--- src/rtl/ce_pkg.sv ---
// Shared types for the chip erase sequencer.
package ce_pkg;
    // Walk controller states
    typedef enum logic [2:0] {
        W_IDLE,   // read-array mode, decoder listening
        W_SCAN,   // inspect captured protect bit of current block
        W_WAIT,   // request outstanding for current block
        W_FAKE,   // all blocks protected: timed dummy busy period
        W_ERR     // failed erase, status latched until read/reset
    } walk_st_t;

    localparam int CMD_AW = 11;  // address bits compared by the decoder
endpackage

--- src/rtl/ce_cmd_decoder.sv ---
// Command decoder: recognises the six-write chip-erase sequence.
// Assumes one write per strobe cycle; en low holds it at step one.
module ce_cmd_decoder #(
    parameter int ADDR_W = 12
) (
    input  logic              clk,
    input  logic              rst_n,
    input  logic              en,
    input  logic              wr_en,
    input  logic [ADDR_W-1:0] addr,
    input  logic [7:0]        wdata,
    output logic              start
);
    import ce_pkg::*;

    logic [2:0]        step;
    logic [CMD_AW-1:0] exp_addr;
    logic [7:0]        exp_data;
    logic              hit;

    // Expected address/data for the current step
    always_comb begin
        case (step)
            3'd0:    begin exp_addr = 11'h555; exp_data = 8'hAA; end
            3'd1:    begin exp_addr = 11'h2AA; exp_data = 8'h55; end
            3'd2:    begin exp_addr = 11'h555; exp_data = 8'h80; end
            3'd3:    begin exp_addr = 11'h555; exp_data = 8'hAA; end
            3'd4:    begin exp_addr = 11'h2AA; exp_data = 8'h55; end
            default: begin exp_addr = 11'h555; exp_data = 8'h10; end
        endcase
    end

    assign hit   = en && wr_en && (addr[CMD_AW-1:0] == exp_addr) && (wdata == exp_data);
    assign start = hit && (step == 3'd5);

    // Step counter: advance on a match, fall back to step one otherwise
    always_ff @(posedge clk) begin
        if (!rst_n || !en) begin
            step <= 3'd0;
        end else if (wr_en) begin
            if (hit && step != 3'd5) step <= step + 3'd1;
            else                     step <= 3'd0;
        end
    end
endmodule

--- src/rtl/ce_block_walker.sv ---
// Block walker: erases unprotected blocks one by one in ascending order.
// Assumes erase_done is a single-cycle pulse answering the held request.
module ce_block_walker #(
    parameter int NBLK     = 8,
    parameter int FAKE_CYC = 20
) (
    input  logic            clk,
    input  logic            rst_n,
    input  logic            start,
    input  logic            clr,
    input  logic [NBLK-1:0] prot,
    input  logic            erase_done,
    input  logic            erase_fail,
    output logic [NBLK-1:0] erase_req,
    output logic [NBLK-1:0] prot_snap,
    output logic            busy,
    output logic            err,
    output logic            idle
);
    import ce_pkg::*;

    localparam int IDX_W = (NBLK > 1) ? $clog2(NBLK) : 1;
    localparam int FCW   = $clog2(FAKE_CYC + 1);
    localparam logic [IDX_W-1:0] LAST = IDX_W'(NBLK - 1);

    walk_st_t       st;
    logic [IDX_W-1:0] idx;
    logic [FCW-1:0]   cnt;

    // Walk state machine
    always_ff @(posedge clk) begin
        if (!rst_n) begin
            st        <= W_IDLE;
            idx       <= '0;
            cnt       <= '0;
            prot_snap <= '0;
        end else begin
            case (st)
                W_IDLE: if (start) begin
                    prot_snap <= prot;
                    idx       <= '0;
                    if (&prot) begin
                        st  <= W_FAKE;
                        cnt <= FCW'(FAKE_CYC - 1);
                    end else begin
                        st <= W_SCAN;
                    end
                end
                W_SCAN: begin
                    if (!prot_snap[idx])  st <= W_WAIT;
                    else if (idx == LAST) st <= W_IDLE;
                    else                  idx <= idx + IDX_W'(1);
                end
                W_WAIT: if (erase_done) begin
                    if (erase_fail) begin
                        st <= W_ERR;
                    end else if (idx == LAST) begin
                        st <= W_IDLE;
                    end else begin
                        idx <= idx + IDX_W'(1);
                        st  <= W_SCAN;
                    end
                end
                W_FAKE: begin
                    if (cnt == '0) st <= W_IDLE;
                    else           cnt <= cnt - FCW'(1);
                end
                W_ERR:   if (clr) st <= W_IDLE;
                default: st <= W_IDLE;
            endcase
        end
    end

    // One request line per block, high only while that block is awaited
    for (genvar b = 0; b < NBLK; b++) begin : g_req
        assign erase_req[b] = (st == W_WAIT) && (idx == IDX_W'(b));
    end

    assign busy = (st == W_SCAN) || (st == W_WAIT) || (st == W_FAKE);
    assign err  = (st == W_ERR);
    assign idle = (st == W_IDLE);
endmodule

--- src/rtl/ce_status_reg.sv ---
// Status byte and read-path select.
// Assumes rd_en is high for one cycle per read; the toggle bit flips per status read.
module ce_status_reg (
    input  logic       clk,
    input  logic       rst_n,
    input  logic       start,
    input  logic       busy,
    input  logic       err,
    input  logic       rd_en,
    input  logic [7:0] arr_data,
    output logic [7:0] rd_data
);
    logic tog;
    logic show;

    assign show = busy || err;

    // Toggle bit: cleared at start, inverted on each status read
    always_ff @(posedge clk) begin
        if (!rst_n || start) tog <= 1'b0;
        else if (show && rd_en) tog <= ~tog;
    end

    // Read mux: status while busy or in error, array data otherwise
    assign rd_data = show ? {1'b0, tog, err, 5'b0} : arr_data;
endmodule

--- src/rtl/ce_chip_erase.sv ---
// Chip erase sequencer top: command decode, block walk, status read path.
// Assumes array timing is modelled outside by the erase_done/erase_fail handshake.
module ce_chip_erase #(
    parameter int NBLK     = 8,
    parameter int ADDR_W   = 12,
    parameter int FAKE_CYC = 20
) (
    input  logic              clk,
    input  logic              rst_n,
    input  logic              wr_en,
    input  logic [ADDR_W-1:0] addr,
    input  logic [7:0]        wdata,
    input  logic              rd_en,
    input  logic [7:0]        arr_data,
    output logic [7:0]        rd_data,
    input  logic [NBLK-1:0]   prot,
    output logic [NBLK-1:0]   erase_req,
    input  logic              erase_done,
    input  logic              erase_fail,
    output logic              busy
);
    logic            start;
    logic            err_hold;
    logic            idle;
    logic            clr;
    logic [NBLK-1:0] prot_snap;

    // Read/reset data clears a latched error; other writes there are dropped
    assign clr = err_hold && wr_en && (wdata == 8'hF0);

    ce_cmd_decoder #(.ADDR_W(ADDR_W)) dec_i (
        .clk   (clk),
        .rst_n (rst_n),
        .en    (idle),
        .wr_en (wr_en),
        .addr  (addr),
        .wdata (wdata),
        .start (start)
    );

    ce_block_walker #(.NBLK(NBLK), .FAKE_CYC(FAKE_CYC)) walk_i (
        .clk        (clk),
        .rst_n      (rst_n),
        .start      (start),
        .clr        (clr),
        .prot       (prot),
        .erase_done (erase_done),
        .erase_fail (erase_fail),
        .erase_req  (erase_req),
        .prot_snap  (prot_snap),
        .busy       (busy),
        .err        (err_hold),
        .idle       (idle)
    );

    ce_status_reg stat_i (
        .clk      (clk),
        .rst_n    (rst_n),
        .start    (start),
        .busy     (busy),
        .err      (err_hold),
        .rd_en    (rd_en),
        .arr_data (arr_data),
        .rd_data  (rd_data)
    );
endmodule

--- config.mk ---
export PLATFORM = sky130hd
export DESIGN_NAME = ce_chip_erase
export DESIGN_NICKNAME = d
export VERILOG_FILES = /design/src/rtl/ce_pkg.sv /design/src/rtl/ce_cmd_decoder.sv /design/src/rtl/ce_block_walker.sv /design/src/rtl/ce_status_reg.sv /design/src/rtl/ce_chip_erase.sv
export SDC_FILE = /design/constraint.sdc
export NUM_CORES = 1
export LEC_CHECK = 0
export ABC_AREA = 1
export BUFFER_PORTS_ARGS = -buffer_cell sky130_fd_sc_hd__buf_2
export CORE_ASPECT_RATIO = 0.9
export CORE_UTILIZATION = 46
export DETAILED_ROUTE_END_ITERATION = 16
export PLACE_DENSITY_LB_ADDON = 0.05
export SLEW_MARGIN = 20
export SYNTH_ARGS = -nofsm -noshare
export SYNTH_HDL_FRONTEND = slang
export SYNTH_SLANG_ARGS = --single-unit
--- constraint.sdc ---
create_clock -name clk -period 2.16 [get_ports clk]
set_clock_uncertainty 0.2 [all_clocks]
set_input_delay 0.216 -clock clk [delete_from_list [all_inputs] [get_ports clk]]
set_output_delay 0.216 -clock clk [all_outputs]
set_load 0.005 [all_outputs]
==> metrics.txt <==
outcome=finished, final reports clean; Hold WS=12.0 ps; Initial Util=48.9%; DRC Markers=0; area taken by multi-input logic gates=1420 um^2; GP Congestion=0.789; Worst-Skew Late Latency=260 ps; area delta synth->final=45.7%; final global-route overflow total=0; top post-synthesis cells by area=dfxtp_1 25%, nand2_1 14%, nor2_1 13%; Synth Register Bits=23; CTS Buf Count=3; Root Driver=clkbuf_8; Worst Slack Setup Final=34.5 ps; Synth Net Count=367; I/O pin total=59; Max Fanout on Critical Path=7; Top FF cell, synth=dfxtp_1; dpl hpwl=3.37 mm; Post-synth ARST share=0%; worst slew pin tran=345 ps; DRT Pass-1 Iters=4; yosys warns=0; Post-synth EDFFs=0; Routed Antenna Nets=0; Post-Syn Instances=310; Setup TNS=0 ps; clock buffer depth=2; Filler Cells Inserted=333; wirelength, routed=4.84 mm; die span in x=68.9 um; WL/cell=11.1 um; crit end category=flip-flop; met3 GRT Util=3.86%; mapped cell area=1850 um^2; headroom to the max-slew limit=76.8%; # diodes=0; final period utilization=98.4%; CP delay by family, top=simple AND/OR/NAND/NOR gates; WS Path Type=flip-flop to flip-flop; syn avg cell area=5.97 um^2; fin nets=447; power density cells=662 nW/um^2; post-synthesis sequential area ratio=24.9%; CTS tree=done; row count=21; Placement Setup Slack=-90.9 ps; post-DR vias/cell=4.90; Worst IR Drop VDD=0.000635 V; register area=470 um^2; fraction of layout cells with a size suffix above 1=33.7%; MaxCap Viol Count=0; Initial DRC Count=128; RSZ-0062 raised after global routing=yes; CP bufs+invs=2; max frequency=0.470 GHz; fin util=71.3%; top cell type's share of synthesized area=24.9%; Die Y=62.2 um; GRT met2 Usage=34.7%; number of global-route vias before repair=1795; Max stage delay cell, worst path=dfxtp_4; fin area=2700 um^2; clock period minus worst slack=2130 ps; Yosys cell types=29; die area=4280 um^2; WP data required=2160 ps; clock-pin slew on the worst setup and hold paths=90 ps; first-pass GRT wire length=7.38 mm; critical-path cell list=inv_4 -> ha_4 -> nand2_2 -> o21ai_4 -> nand2_1 -> and2_1 -> nand3_1 -> nor2_2 -> nand4_4 -> nand2_4 -> buf_4 -> nand3_1 -> a21oi_1; Largest stage delay, worst path=400 ps; initial antenna violation count=0; CTS H-tree lvls=1; Fin. Hold Viols=0; largest net degree at the start of global routing=19; final setup violation count=0; via count=2132; most used cell, CP=nand3_1; GRT busiest layer=met2; core area=3780 um^2; post-synth top area cell=dfxtp_1; placed instance area=2280 um^2; Final Max Slew Viols=0; Tot GR Track Use=21.6%; startpoint types=flip-flop; Hold/Removal Path Class=input port to flip-flop; GR Layer Usage met1=30.6%; static leakage=1.38 nW; # port buffers=57; CTS Sinks=23; WP data arrival=2130 ps
-- worst paths after layout --
path                              startpoint                                to  slack [ps]  cells past startpoint
hold reg to reg      stat_i.tog$_SDFFE_PP0P_           stat_i.tog$_SDFFE_PP0P_         270                      2
setup / recovery  dec_i.step[0]$_SDFFE_PP0P_         walk_i.st[0]$_SDFFE_PN0P_          30                     13
hold / removal                       prot[7]  walk_i.prot_snap[7]$_SDFFE_PN0P_          10                      3
setup reg to reg  dec_i.step[0]$_SDFFE_PP0P_         walk_i.st[0]$_SDFFE_PN0P_          30                     13
-- power breakdown --
part           total (W)  internal [W]  switching (W)
clock network   0.000270      0.000129       0.000142
logic           0.000985      0.000400       0.000585
registers       0.000530      0.000472      0.0000581
-- cell families after synthesis --
kind of cell | share of synthesized area (%)
flops | 24.9
xor+xnor | 1.42
compound gates | 11.0
buf+inv | 11.8
fa+ha+maj | 10.1
simple gates | 40.8
-- routing by layer --
metal  routed length, um  vias to the layer above
met3                 244                        4
met2                2300                       48
li1                    -                     1134
met5                   0                        -
met4                  21                        0
met1                2280                      946
-- placed cells by master (no fill, tap or decap), types with 2 or more instances in the layout --
cell type | netlist | final
dfxtp_4 | 0 | 2
dfxtp_2 | 0 | 2
nand2_2 | 4 | 7
nor2_1 | 66 | 57
inv_4 | 0 | 3
o21ai_4 | 1 | 3
o22ai_1 | 2 | 2
nand2_4 | 0 | 5
buf_2 | 1 | 57
inv_2 | 4 | 4
nand4_1 | 6 | 6
nor3_1 | 11 | 8
a21oi_1 | 5 | 4
nand2_1 | 68 | 60
clkbuf_8 | 0 | 3
buf_4 | 0 | 13
dfxtp_1 | 23 | 19
nand3b_1 | 2 | 2
dlygate4sd3_1 | 0 | 5
xor2_1 | 3 | 3
inv_1 | 48 | 44
nand3_1 | 15 | 12
o21bai_1 | 2 | 2
nor3_2 | 0 | 3
buf_6 | 1 | 2
ha_4 | 0 | 6
ha_1 | 15 | 9
o21ai_0 | 18 | 18
nand3_2 | 0 | 2
buf_12 | 0 | 2
nor2_2 | 3 | 6
nor2_4 | 0 | 6
-- layout make-up --
type | instances | area share, %
multi-input cells | 231 | 52.5
repair buffers | 79 | 18.4
clock buffers | 3 | 1.53
inverters | 52 | 7.80
well taps | 46 | 2.13
flip-flops and latches | 23 | 17.4
clock inverters | 1 | 0.186
-- worst reg2reg max path: cells and delay by family, from the launching register on --
kind                       cells  cell delay, ps
and+or+nand+nor                8             900
DFF                            1             400
AOI/OAI and AO/OA              2             220
buffers and inverters          2             190
adders and majority gates      1             170
-- through the flow --
stage | std cells | power (W)
after global placement | 422 | 0.00138
after floorplan | 310 | 0.00110
final | 435 | 0.00179
after detailed placement | 422 | 0.00139
after CTS | 431 | 0.00167
after global routing | 435 | 0.00199
-- synthesized netlist by cell type (2+ instances only) --
| cell | instances |
|---|---|
| dfxtp_1 | 23 |
| nor2_2 | 3 |
| clkbuf_1 | 2 |
| o22ai_1 | 2 |
| a21oi_1 | 5 |
| nand3_1 | 15 |
| nand2_1 | 68 |
| inv_2 | 4 |
| nand4_1 | 6 |
| o21bai_1 | 2 |
| nand2_2 | 4 |
| o21ai_0 | 18 |
| xor2_1 | 3 |
| ha_1 | 15 |
| nand3b_1 | 2 |
| inv_1 | 48 |
| o21ai_1 | 3 |
| nor2_1 | 66 |
| nor3_1 | 11 |
-- registers in the layout, summed over array words and instances, names as in the netlist --
signal and count:
stat_i.tog 1, walk_i.st 3, walk_i.prot_snap 8, dec_i.step 3, walk_i.idx 3, walk_i.cnt 5
-- timing repair --
action,CTS,global route
pin swaps,0,18
hold buffers,5,0
buffers inserted,0,4
setup endpoints to repair,15,21
resized for setup,3,71
hold endpoints to repair,5,0
(Power assumes the default switching activity.)
